$ cat config.mk
export PLATFORM = sky130hd
export DESIGN_NAME = bank_mapper
export DESIGN_NICKNAME = d
export VERILOG_FILES = /design/src/rtl/mapper_pkg.sv /design/src/rtl/mapper_regs.sv /design/src/rtl/mapper_bank_decode.sv /design/src/rtl/bank_mapper.sv
export SDC_FILE = /design/constraint.sdc
export NUM_CORES = 1
export LEC_CHECK = 0
export ABC_AREA = 1
export BUFFER_PORTS_ARGS = -buffer_cell sky130_fd_sc_hd__buf_2
export CORE_ASPECT_RATIO = 0.6
export CORE_UTILIZATION = 35
export DETAILED_ROUTE_END_ITERATION = 10
export PLACE_DENSITY = 0.55
export SLEW_MARGIN = 25
export SYNTH_ARGS = -nofsm -noshare
export SYNTH_HDL_FRONTEND = slang
export SYNTH_SLANG_ARGS = --single-unit
$ cat constraint.sdc
create_clock -name clk -period 1.55 [get_ports clk]
set_clock_uncertainty 0.2 [all_clocks]
set_input_delay 0.155 -clock clk [delete_from_list [all_inputs] [get_ports clk]]
set_output_delay 0.155 -clock clk [all_outputs]
set_load 0.02 [all_outputs]
$ cat src/rtl/mapper_pkg.sv
package mapper_pkg;

   // internal memory size code
   typedef enum logic [1:0] {
      MSZ_128K = 2'd0,
      MSZ_256K = 2'd1,
      MSZ_512K = 2'd2,
      MSZ_RSVD = 2'd3
   } mem_size_t;

   // number of block-number bits kept when an absent block is replaced
   function automatic int unsigned alias_bits(input mem_size_t sz, input int unsigned std_w);
      case (sz)
         MSZ_128K: return std_w;
         MSZ_256K: return std_w + 1;
         default:  return std_w + 2;
      endcase
   endfunction

   // force-bit position within the control byte for each bank (order is behaviour)
   function automatic int unsigned force_bit_pos(input int unsigned bank);
      case (bank)
         0:       return 6;
         1:       return 4;
         2:       return 5;
         default: return 7;
      endcase
   endfunction

endpackage

$ cat src/rtl/mapper_regs.sv
module mapper_regs #(
   parameter int NUM_BANKS = 4,
   parameter int REG_W     = 8,
   parameter int PORT_W    = 8,
   parameter logic [7:0] BANK_PORT_BASE = 8'hF0,
   parameter logic [7:0] CTRL_PORT      = 8'hF4
) (
   input  logic                 clk,
   input  logic                 rst_n,
   input  logic                 io_wr,
   input  logic [PORT_W-1:0]    io_port,
   input  logic [REG_W-1:0]     io_data,
   output logic [REG_W-1:0]     bank_q [NUM_BANKS],
   output logic [NUM_BANKS-1:0] force_q
);
   import mapper_pkg::*;

   localparam int SEL_W = $clog2(NUM_BANKS);

   if (NUM_BANKS != 4) begin : g_bad_banks
      $error("mapper_regs: the force-bit order is defined for exactly four banks");
   end
   if (PORT_W != 8 || REG_W != 8) begin : g_bad_width
      $error("mapper_regs: port and register width must be 8");
   end

   logic                 ctrl_hit;
   logic [NUM_BANKS-1:0] bank_hit;

   assign ctrl_hit = io_wr && (io_port == CTRL_PORT);

   for (genvar b = 0; b < NUM_BANKS; b++) begin : g_bank
      localparam logic [PORT_W-1:0] MY_PORT = BANK_PORT_BASE + PORT_W'(b);
      localparam int unsigned       FPOS    = force_bit_pos(b);

      assign bank_hit[b] = io_wr && (io_port == MY_PORT);

      always_ff @(posedge clk or negedge rst_n) begin
         if (!rst_n)           bank_q[b] <= '0;
         else if (bank_hit[b]) bank_q[b] <= io_data;
      end

      always_ff @(posedge clk or negedge rst_n) begin
         if (!rst_n)        force_q[b] <= 1'b0;
         else if (ctrl_hit) force_q[b] <= io_data[FPOS];
      end


      bank_load_chk: assert property (@(posedge clk) disable iff (!rst_n)
         (io_wr && io_port == MY_PORT) |=> (bank_q[b] == $past(io_data)));


      bank_hold_chk: assert property (@(posedge clk) disable iff (!rst_n)
         (!(io_wr && io_port == MY_PORT)) |=> $stable(bank_q[b]));


      force_load_chk: assert property (@(posedge clk) disable iff (!rst_n)
         (io_wr && io_port == CTRL_PORT) |=> (force_q[b] == $past(io_data[FPOS])));
   end

   // at most one bank register can be the target of a single write
   one_target_chk: assert property (@(posedge clk) disable iff (!rst_n)
      $onehot0(bank_hit));

   logic unused_sel;
   assign unused_sel = ^SEL_W;
endmodule

$ cat src/rtl/mapper_bank_decode.sv
module mapper_bank_decode #(
   parameter int BLK_W = 7,
   parameter int STD_W = 3,
   parameter int FIT_W = 8
) (
   input  logic                 clk,
   input  logic                 rst_n,
   input  logic [BLK_W:0]       cfg,
   input  logic                 force_rw,
   input  logic [FIT_W-1:0]     fitted,
   input  mapper_pkg::mem_size_t size,
   output logic [BLK_W-1:0]     rd_blk,
   output logic [BLK_W-1:0]     wr_blk
);
   import mapper_pkg::*;

   localparam int STD_BLOCKS = 1 << STD_W;
   localparam int RD_LSB     = BLK_W - STD_W;

   if (BLK_W < 2 * STD_W + 1) begin : g_bad_fields
      $error("mapper_bank_decode: block width too small for two standard fields");
   end
   if (FIT_W != BLK_W + 1) begin : g_bad_fit
      $error("mapper_bank_decode: fitted count needs one bit more than a block number");
   end

   logic              exp_mode;
   logic [BLK_W-1:0]  ex_num;
   logic [BLK_W-1:0]  std_rd, std_wr;
   logic [BLK_W-1:0]  alias_mask;
   logic [BLK_W-1:0]  ex_eff;
   logic              ex_absent;

   assign exp_mode = cfg[BLK_W];
   assign ex_num   = cfg[BLK_W-1:0];
   assign std_wr   = BLK_W'(cfg[STD_W-1:0]);
   assign std_rd   = force_rw ? std_wr : BLK_W'(cfg[RD_LSB +: STD_W]);

   always_comb begin
      alias_mask = '0;
      for (int i = 0; i < BLK_W; i++)
         alias_mask[i] = (i < int'(alias_bits(size, STD_W)));
   end

   assign ex_absent = (int'(ex_num) >= STD_BLOCKS) && ({1'b0, ex_num} >= fitted);
   assign ex_eff    = ex_absent ? (ex_num & alias_mask) : ex_num;

   assign rd_blk = exp_mode ? ex_eff : std_rd;
   assign wr_blk = exp_mode ? ex_eff : std_wr;


   std_range_chk: assert property (@(posedge clk) disable iff (!rst_n)
      !cfg[BLK_W] |-> (int'(rd_blk) < STD_BLOCKS && int'(wr_blk) < STD_BLOCKS));


   exp_shared_chk: assert property (@(posedge clk) disable iff (!rst_n)
      cfg[BLK_W] |-> (rd_blk == wr_blk));


   force_match_chk: assert property (@(posedge clk) disable iff (!rst_n)
      (force_rw && !cfg[BLK_W]) |-> (rd_blk == wr_blk));


   alias_low_chk: assert property (@(posedge clk) disable iff (!rst_n)
      (cfg[BLK_W] && {1'b0, cfg[BLK_W-1:0]} >= fitted) |-> (int'(rd_blk) < 4 * STD_BLOCKS));


   low_exp_chk: assert property (@(posedge clk) disable iff (!rst_n)
      (cfg[BLK_W] && int'(cfg[BLK_W-1:0]) < STD_BLOCKS) |-> (rd_blk == cfg[BLK_W-1:0]));
endmodule

$ cat src/rtl/bank_mapper.sv
module bank_mapper #(
   parameter int ADDR_W    = 16,
   parameter int BANK_BITS = 2,
   parameter int BLK_W     = 7,
   parameter int STD_W     = 3,
   parameter logic [7:0] BANK_PORT_BASE = 8'hF0,
   parameter logic [7:0] CTRL_PORT      = 8'hF4
) (
   input  logic                         clk,
   input  logic                         rst_n,
   input  logic [15:0]                  cpu_addr,
   input  logic                         cpu_rd,
   input  logic                         cpu_wr,
   input  logic                         io_wr,
   input  logic [7:0]                   io_port,
   input  logic [7:0]                   io_data,
   input  logic [1:0]                   mem_size,
   input  logic [7:0]                   fitted_blocks,
   output logic [6:0]                   phys_block,
   output logic [13:0]                  phys_offset
);
   import mapper_pkg::*;

   localparam int NUM_BANKS = 1 << BANK_BITS;
   localparam int OFF_W     = ADDR_W - BANK_BITS;
   localparam int REG_W     = BLK_W + 1;
   localparam int FIT_W     = BLK_W + 1;

   if (ADDR_W != 16 || OFF_W != 14 || BLK_W != 7) begin : g_bad_geom
      $error("bank_mapper: port widths assume a 16-bit address and 128 blocks");
   end

   logic [REG_W-1:0]     bank_q [NUM_BANKS];
   logic [NUM_BANKS-1:0] force_q;
   logic [BLK_W-1:0]     rd_arr [NUM_BANKS];
   logic [BLK_W-1:0]     wr_arr [NUM_BANKS];
   logic [BANK_BITS-1:0] bank_sel;
   logic                 use_wr;

   mapper_regs #(
      .NUM_BANKS(NUM_BANKS), .REG_W(REG_W), .PORT_W(8),
      .BANK_PORT_BASE(BANK_PORT_BASE), .CTRL_PORT(CTRL_PORT)
   ) u_regs (
      .clk(clk), .rst_n(rst_n), .io_wr(io_wr), .io_port(io_port),
      .io_data(io_data), .bank_q(bank_q), .force_q(force_q)
   );

   for (genvar b = 0; b < NUM_BANKS; b++) begin : g_dec
      mapper_bank_decode #(.BLK_W(BLK_W), .STD_W(STD_W), .FIT_W(FIT_W)) u_dec (
         .clk(clk), .rst_n(rst_n), .cfg(bank_q[b]), .force_rw(force_q[b]),
         .fitted(fitted_blocks), .size(mem_size_t'(mem_size)),
         .rd_blk(rd_arr[b]), .wr_blk(wr_arr[b])
      );
   end

   assign bank_sel    = cpu_addr[ADDR_W-1 -: BANK_BITS];
   assign use_wr      = cpu_wr && !cpu_rd;
   assign phys_block  = use_wr ? wr_arr[bank_sel] : rd_arr[bank_sel];
   assign phys_offset = cpu_addr[OFF_W-1:0];

   // with the registers and address steady, flipping only the access type
   // changes the block only if the selected bank is in standard mode without force
   rw_steady_chk: assert property (@(posedge clk) disable iff (!rst_n)
      ($stable(cpu_addr) && !$past(io_wr) && bank_q[bank_sel][BLK_W] && $stable(fitted_blocks)
       && $stable(mem_size)) |-> $stable(phys_block));
endmodule

==> flow_summary.ini, run 1 <==
[status]
status = finished with violations
failed_checks = negative setup slack

[route]
routed_wl_um = 9800
drtIter0Drc = 180
drt-pass1-iter-count = 4
wl_per_cell_um = 15.6
postRouteAntennaNets = 0
route.detailed.drc = 0
num_vias = 3122
via_per_inst = 4.96

[synth]
synth_top_area_cell = dfrtp_1
ys_warn_count = 0
synth_edf_count = 0
ys_async_sr_fraction = 1.00
synth_cell_types = 30
synth-seq-area-share = 0.296
synth_seq_cells = 36
synth_nets = 500
synth_area_leaders = dfrtp_1 (30%), nand2_1 (14%), ha_1 (12%)
synthFlopType = dfrtp_1
syn_area_per_cell_sq_um = 7.18
synth.top_cell.area_share = 0.296
synth_area_sq_um = 3050
synthCells = 424

[global_route]
grt_pass1_wl_um = 15100
antenna_found_initial = 0
track_usage = 0.228
grt_overflow_total = 0
grt_max_degree = 37
grt_pass1_vias = 2815

[layout]
seqCellArea_sq_um = 901
synthToLayoutAreaGrowth_pct = 37.3
n_antenna_cell = 0
n_fill_cell = 818
layout-drive-gt1-share = 0.393
layout_common_cells = nand2_1 (100), buf_4 (59), inv_1 (49), dfrtp_1 (36)
multi_input_area_sq_um = 1920
final_common_cell = nand2_1
final_nets = 596

[power_and_ir_drop]
p_seq_frac = 0.362
vdd.ir_drop.worst_mv = 0.390
power_density_nw_per_um2 = 675
clockPowerShare = 0.361
p_leak_nw = 2.14
p_total_mw = 2.82
p_int_mw = 1.93
p_sw_frac = 0.317
power_frac_comb = 0.278
p_sw_mw = 0.896

[clock_network]
cts-buffers-inserted = 5
cts.sinks = 36
cts-root-buf = clkbuf_16
cts_buffer_depth = 2
tritoncts = built
clock_latency_ns = 0.29
clkTransAtPathRegs_ns = 0.06
cts_max_level = 2

[critical_path]
criticalPathCategory = reg -> out
critPathCapture = phys_block[6]
reg2reg_from = u_regs.bank_q[4]
reg2regPathDepth = 4
worstPathRequired_ns = 1.19
r2r-end = u_regs.bank_q[4]
critPathLaunch = u_regs.bank_q[28]
r2r_slack_ns = 0.42
critPathLaunchType = register
arrival_ns = 1.98
critical_path.endpoint_type = output port
critPathMaxFanout = 3

[floorplanning]
die_area_sq_um = 9090
die-width_um = 122
die_h_um = 74.3
start_util = 0.374
ios = 68
coreArea_sq_um = 8130
rows = 25

[sta]
rsz0062_at_grt = true
period_minus_slack_ns = 2.34
fin_crit_sh = 1.51
worst_pin_slew_ns = 0.351
relSlewSlack = 0.764
finalSetupViolCount = 7
tns_ns = -4.35
maxSlewViolCount = 0
fin_ws_ns = -0.789
max_freq_mhz = 427
hold_viol = 0

[placement]
port_buffers = 39
gp_congestion = 0.867
hpwl_um = 7690

[job]
maxCapViolations = 0

[hold_path]
worstHoldPathType = in -> reg
==> cells by family after synthesis <==
| logic type | count (synthesis) | synth area share |
|---|---|---|
| compound gates | 79 | 0.167 |
| simple gates | 197 | 0.287 |
| fa+ha+maj | 29 | 0.119 |
| buf+inv | 83 | 0.131 |
| flops | 36 | 0.296 |
==> critical path, stage by stage (launching register included) <==
cell     delay, ns
dfrtp_1       0.44
ha_1          0.30
nand2_1       0.05
nor2_2        0.13
nand4_1       0.13
nand3_2       0.11
nand3_2       0.09
nand2_2       0.09
nand2_2       0.06
nor2_2        0.12
nor2_2        0.06
buf_6         0.13
==> layer usage <==
metal	vias up	part of all wire	track usage
met5	-	0	0
met4	0	0.0049	0.0257
met3	9	0.073	0.0621
met2	104	0.40	0.327
met1	1442	0.52	0.347
li1	1567	-	-
==> sequential cells by signal (all words and copies together), names as in the netlist <==
signal          count
u_regs.force_q      4
u_regs.bank_q      32
==> worst min-delay path by stage <==
stage	start	slack [ns]	depth (start not counted)	to
after floorplan	rst_n	-0.34	0	u_regs.bank_q[0]
after global placement	rst_n	-0.06	2	u_regs.force_q[2]
after detailed placement	rst_n	-0.06	2	u_regs.bank_q[15]
after CTS	io_data[2]	0.02	3	u_regs.bank_q[18]
after global routing	io_data[2]	0.03	3	u_regs.bank_q[18]
final	io_data[2]	0.009	3	u_regs.bank_q[18]
==> layout make-up <==
class | instances | area share
clock buffer | 5 | 0.0299
clock inverter | 3 | 0.00449
multi-input combinational | 305 | 0.459
timing repair buffer | 111 | 0.202
sequential | 36 | 0.216
tap | 108 | 0.0323
inverter | 61 | 0.0566
==> power groups by stage <==
stage | sequential (mW) | combinational, mW | clock [mW]
CTS | 1.02 | 0.707 | 1.04
global route | 1.02 | 0.867 | 1.09
floorplan | 1.03 | 0.406 | 0
global placement | 1.03 | 0.661 | 0
detailed placement | 1.03 | 0.678 | 0
finish | 1.02 | 0.783 | 1.02
==> cell usage after synthesis (4+ instances only) <==
master / instances
o21ai_2: 25
nand2_1: 110
ha_1: 29
nand4_1: 4
nand3_1: 29
nor2_1: 39
buf_6: 4
buf_4: 14
inv_1: 59
a21oi_1: 18
nand2_2: 4
o21ai_0: 23
buf_2: 4
dfrtp_1: 36
o21ai_1: 7
==> metrics by stage <==
stage               area, sq um  worst slack (ns)   util  instances  hold slack [ns]
floorplan                  3080            -0.275      -        424           -0.341
global placement           3750            -0.489  0.461        611          -0.0641
detailed placement         3750            -0.500  0.461        611          -0.0578
CTS                        3960            -0.799  0.487        621           0.0162
global route               4180            -0.905  0.514        629           0.0260
finish                     4180            -0.789  0.514        629          0.00870
==> timing repair <==
action / CTS / global route
pin swaps: 14 / 28
hold buffers: 1 / 0
endpoints found under the hold margin: 36 / 0
buffers inserted: 1 / 11
gates resized for setup: 22 / 47
setup endpoints to repair: 7 / 7
(Power assumes the default switching activity.)
==> run 2: changes to the inputs <==
Settings changed: SKIP_LAST_GASP from default to 1.
==> run 2 against run 1 <==
Effect of this change:
- the run still ends with negative setup slack left
- via count up 0.35%
- sequential share of layout area about the same
- largest cell class unchanged
- critical path depth unchanged
- highest routed layer unchanged
- final area down 0.15%
- utilization down 0.077 points
- final cell count down 0.16%
- die area unchanged
- critical path type unchanged
- combinational power about the same
- hold slack better by 0.0014 ns
- maximum frequency up 0.21%
- sequential power about the same
==> flow_summary.ini, run 2 (synthesized netlist as in run 1, its figures left out) <==
[status]
status = finished with violations
failed_checks = negative setup slack

[hold_path]
worstHoldPathType = in -> reg
min_from = io_data[2]

[layout]
layout_common_cells = nand2_1 (100), buf_4 (59), inv_1 (52), dfrtp_1 (36)
n_antenna_cell = 0
biggestRegsByFlops = u_regs.bank_q (32), u_regs.force_q (4)
largest_register = u_regs.bank_q
final_common_cell = nand2_1
final_nets = 595
fin_util = 0.513
synthToLayoutAreaGrowth_pct = 37.1
largest_reg_flops = 32
layout-drive-gt1-share = 0.390

[global_route]
grt_pass1_wl_um = 15100
grt_pass1_vias = 2818
use_met3 = 0.0621
antenna_found_initial = 0
grt_max_degree = 37
grt_overflow_total = 0
gr-usage-met2 = 0.328
grt_busiest_layer = met1
use_met1 = 0.347
track_usage = 0.228

[clock_network]
clkTransAtPathRegs_ns = 0.06
cts-buffers-inserted = 5
cts_max_level = 2
tritoncts = built
clock_latency_ns = 0.28
cts.sinks = 36
cts-root-buf = clkbuf_16
cts_buffer_depth = 2

[sta]
max_freq_mhz = 428
timing.hold.ws_ns = 0.0101
fin_crit_sh = 1.51
maxSlewViolCount = 0
hold_viol = 0
worst_pin_slew_ns = 0.346
finalSetupViolCount = 7
fin_ws_ns = -0.784
tns_ns = -4.37
relSlewSlack = 0.768
rsz0062_at_grt = true
period_minus_slack_ns = 2.33

[power_and_ir_drop]
power_density_nw_per_um2 = 673
clockPowerShare = 0.358
p_leak_nw = 2.13
p_total_mw = 2.81
p_sw_mw = 0.887
p_sw_frac = 0.316
power_frac_comb = 0.278
vdd.ir_drop.worst_mv = 0.389
p_seq_frac = 0.363
p_int_mw = 1.92

[route]
via_per_inst = 4.99
num_vias = 3133
postRouteAntennaNets = 0
drt-pass1-iter-count = 5
route.detailed.drc = 0
wl_per_cell_um = 15.7
routed_wl_um = 9860
drtIter0Drc = 230

[critical_path]
arrival_ns = 1.98
worstPathRequired_ns = 1.19
critPathMaxFanout = 3
critPathLaunch = u_regs.bank_q[28]
critical_path.endpoint_type = output port
critPathLaunchType = register
reg2reg_from = u_regs.bank_q[4]
criticalPathCategory = reg -> out

[floorplanning]
ios = 68
die_area_sq_um = 9090
coreArea_sq_um = 8130
start_util = 0.374
die_h_um = 74.3
rows = 25
die-width_um = 122

[placement]
place_ws_ns = -0.500
hpwl_um = 7690
gp_congestion = 0.867
port_buffers = 39

[job]
maxCapViolations = 0
## run 2: cell types whose count changed in the layout (fill, tap and decap cells not counted)
cell / previous run / this run
inv_1: 49 / 52
inv_2: 8 / 6
o21ai_1: 11 / 9
a21oi_1: 11 / 10
a21oi_2: 6 / 7
buf_6: 12 / 11
inv_4: 3 / 2
o21ai_0: 14 / 15
o21ai_2: 30 / 31
## run 2: per-layer routing
metal,share of wire,up-vias
li1,-,1565
met1,0.51,1437
met2,0.40,121
met3,0.088,10
met4,0.0032,0
met5,0,-
## run 2: area by class of cell
class,count,area (sq um)
inverter,61,234
sequential,36,901
multi-input combinational,305,1930
clock inverter,3,18.8
tap,108,135
clock buffer,5,125
fill,816,3960
timing repair buffer,110,832
## run 2: worst max-delay path, stage by stage (launching register included)
cell and delay (ns):
dfrtp_1 0.44, ha_1 0.30, nand2_1 0.05, nor2_2 0.13, nand4_1 0.13, nand3_2 0.11, nand3_2 0.08, nand2_2 0.09
nand2_2 0.06, nor2_2 0.12, nor2_2 0.06, buf_6 0.13
## run 2: final timing paths
kind | endpoint | slack [ns] | cells after the start
max in group asynchronous | u_regs.bank_q[29] | 0.78 | 3
min in group asynchronous | u_regs.force_q[2] | 0.17 | 3
setup / recovery | phys_block[6] | -0.78 | 11
setup reg to reg | u_regs.bank_q[4] | 0.43 | 4
hold reg to reg | u_regs.force_q[2] | 0.30 | 2
hold / removal | u_regs.bank_q[18] | 0.01 | 3
## run 2: through the flow
step                instance area [sq um]  cells
finish                               4170    628
global route                         4170    628
CTS                                  3960    621
detailed placement                   3750    611
global placement                     3750    611
floorplan                            3080    424
## run 2: what timing repair did
item	in CTS	in global routing
gates resized for setup	19	46
endpoints found under the setup margin	7	7
hold buffers	1	0
endpoints found under the hold margin	36	0
buffers inserted	1	9
pin swaps	14	27
## run 2: power by group through the flow
| stage | sequential, mW | clock, mW | combinational [mW] |
|---|---|---|---|
| after floorplan | 1.03 | 0 | 0.406 |
| after detailed placement | 1.03 | 0 | 0.678 |
| after global routing | 1.02 | 1.09 | 0.865 |
| final | 1.02 | 1.01 | 0.782 |
| after global placement | 1.03 | 0 | 0.661 |
| after CTS | 1.02 | 1.04 | 0.705 |
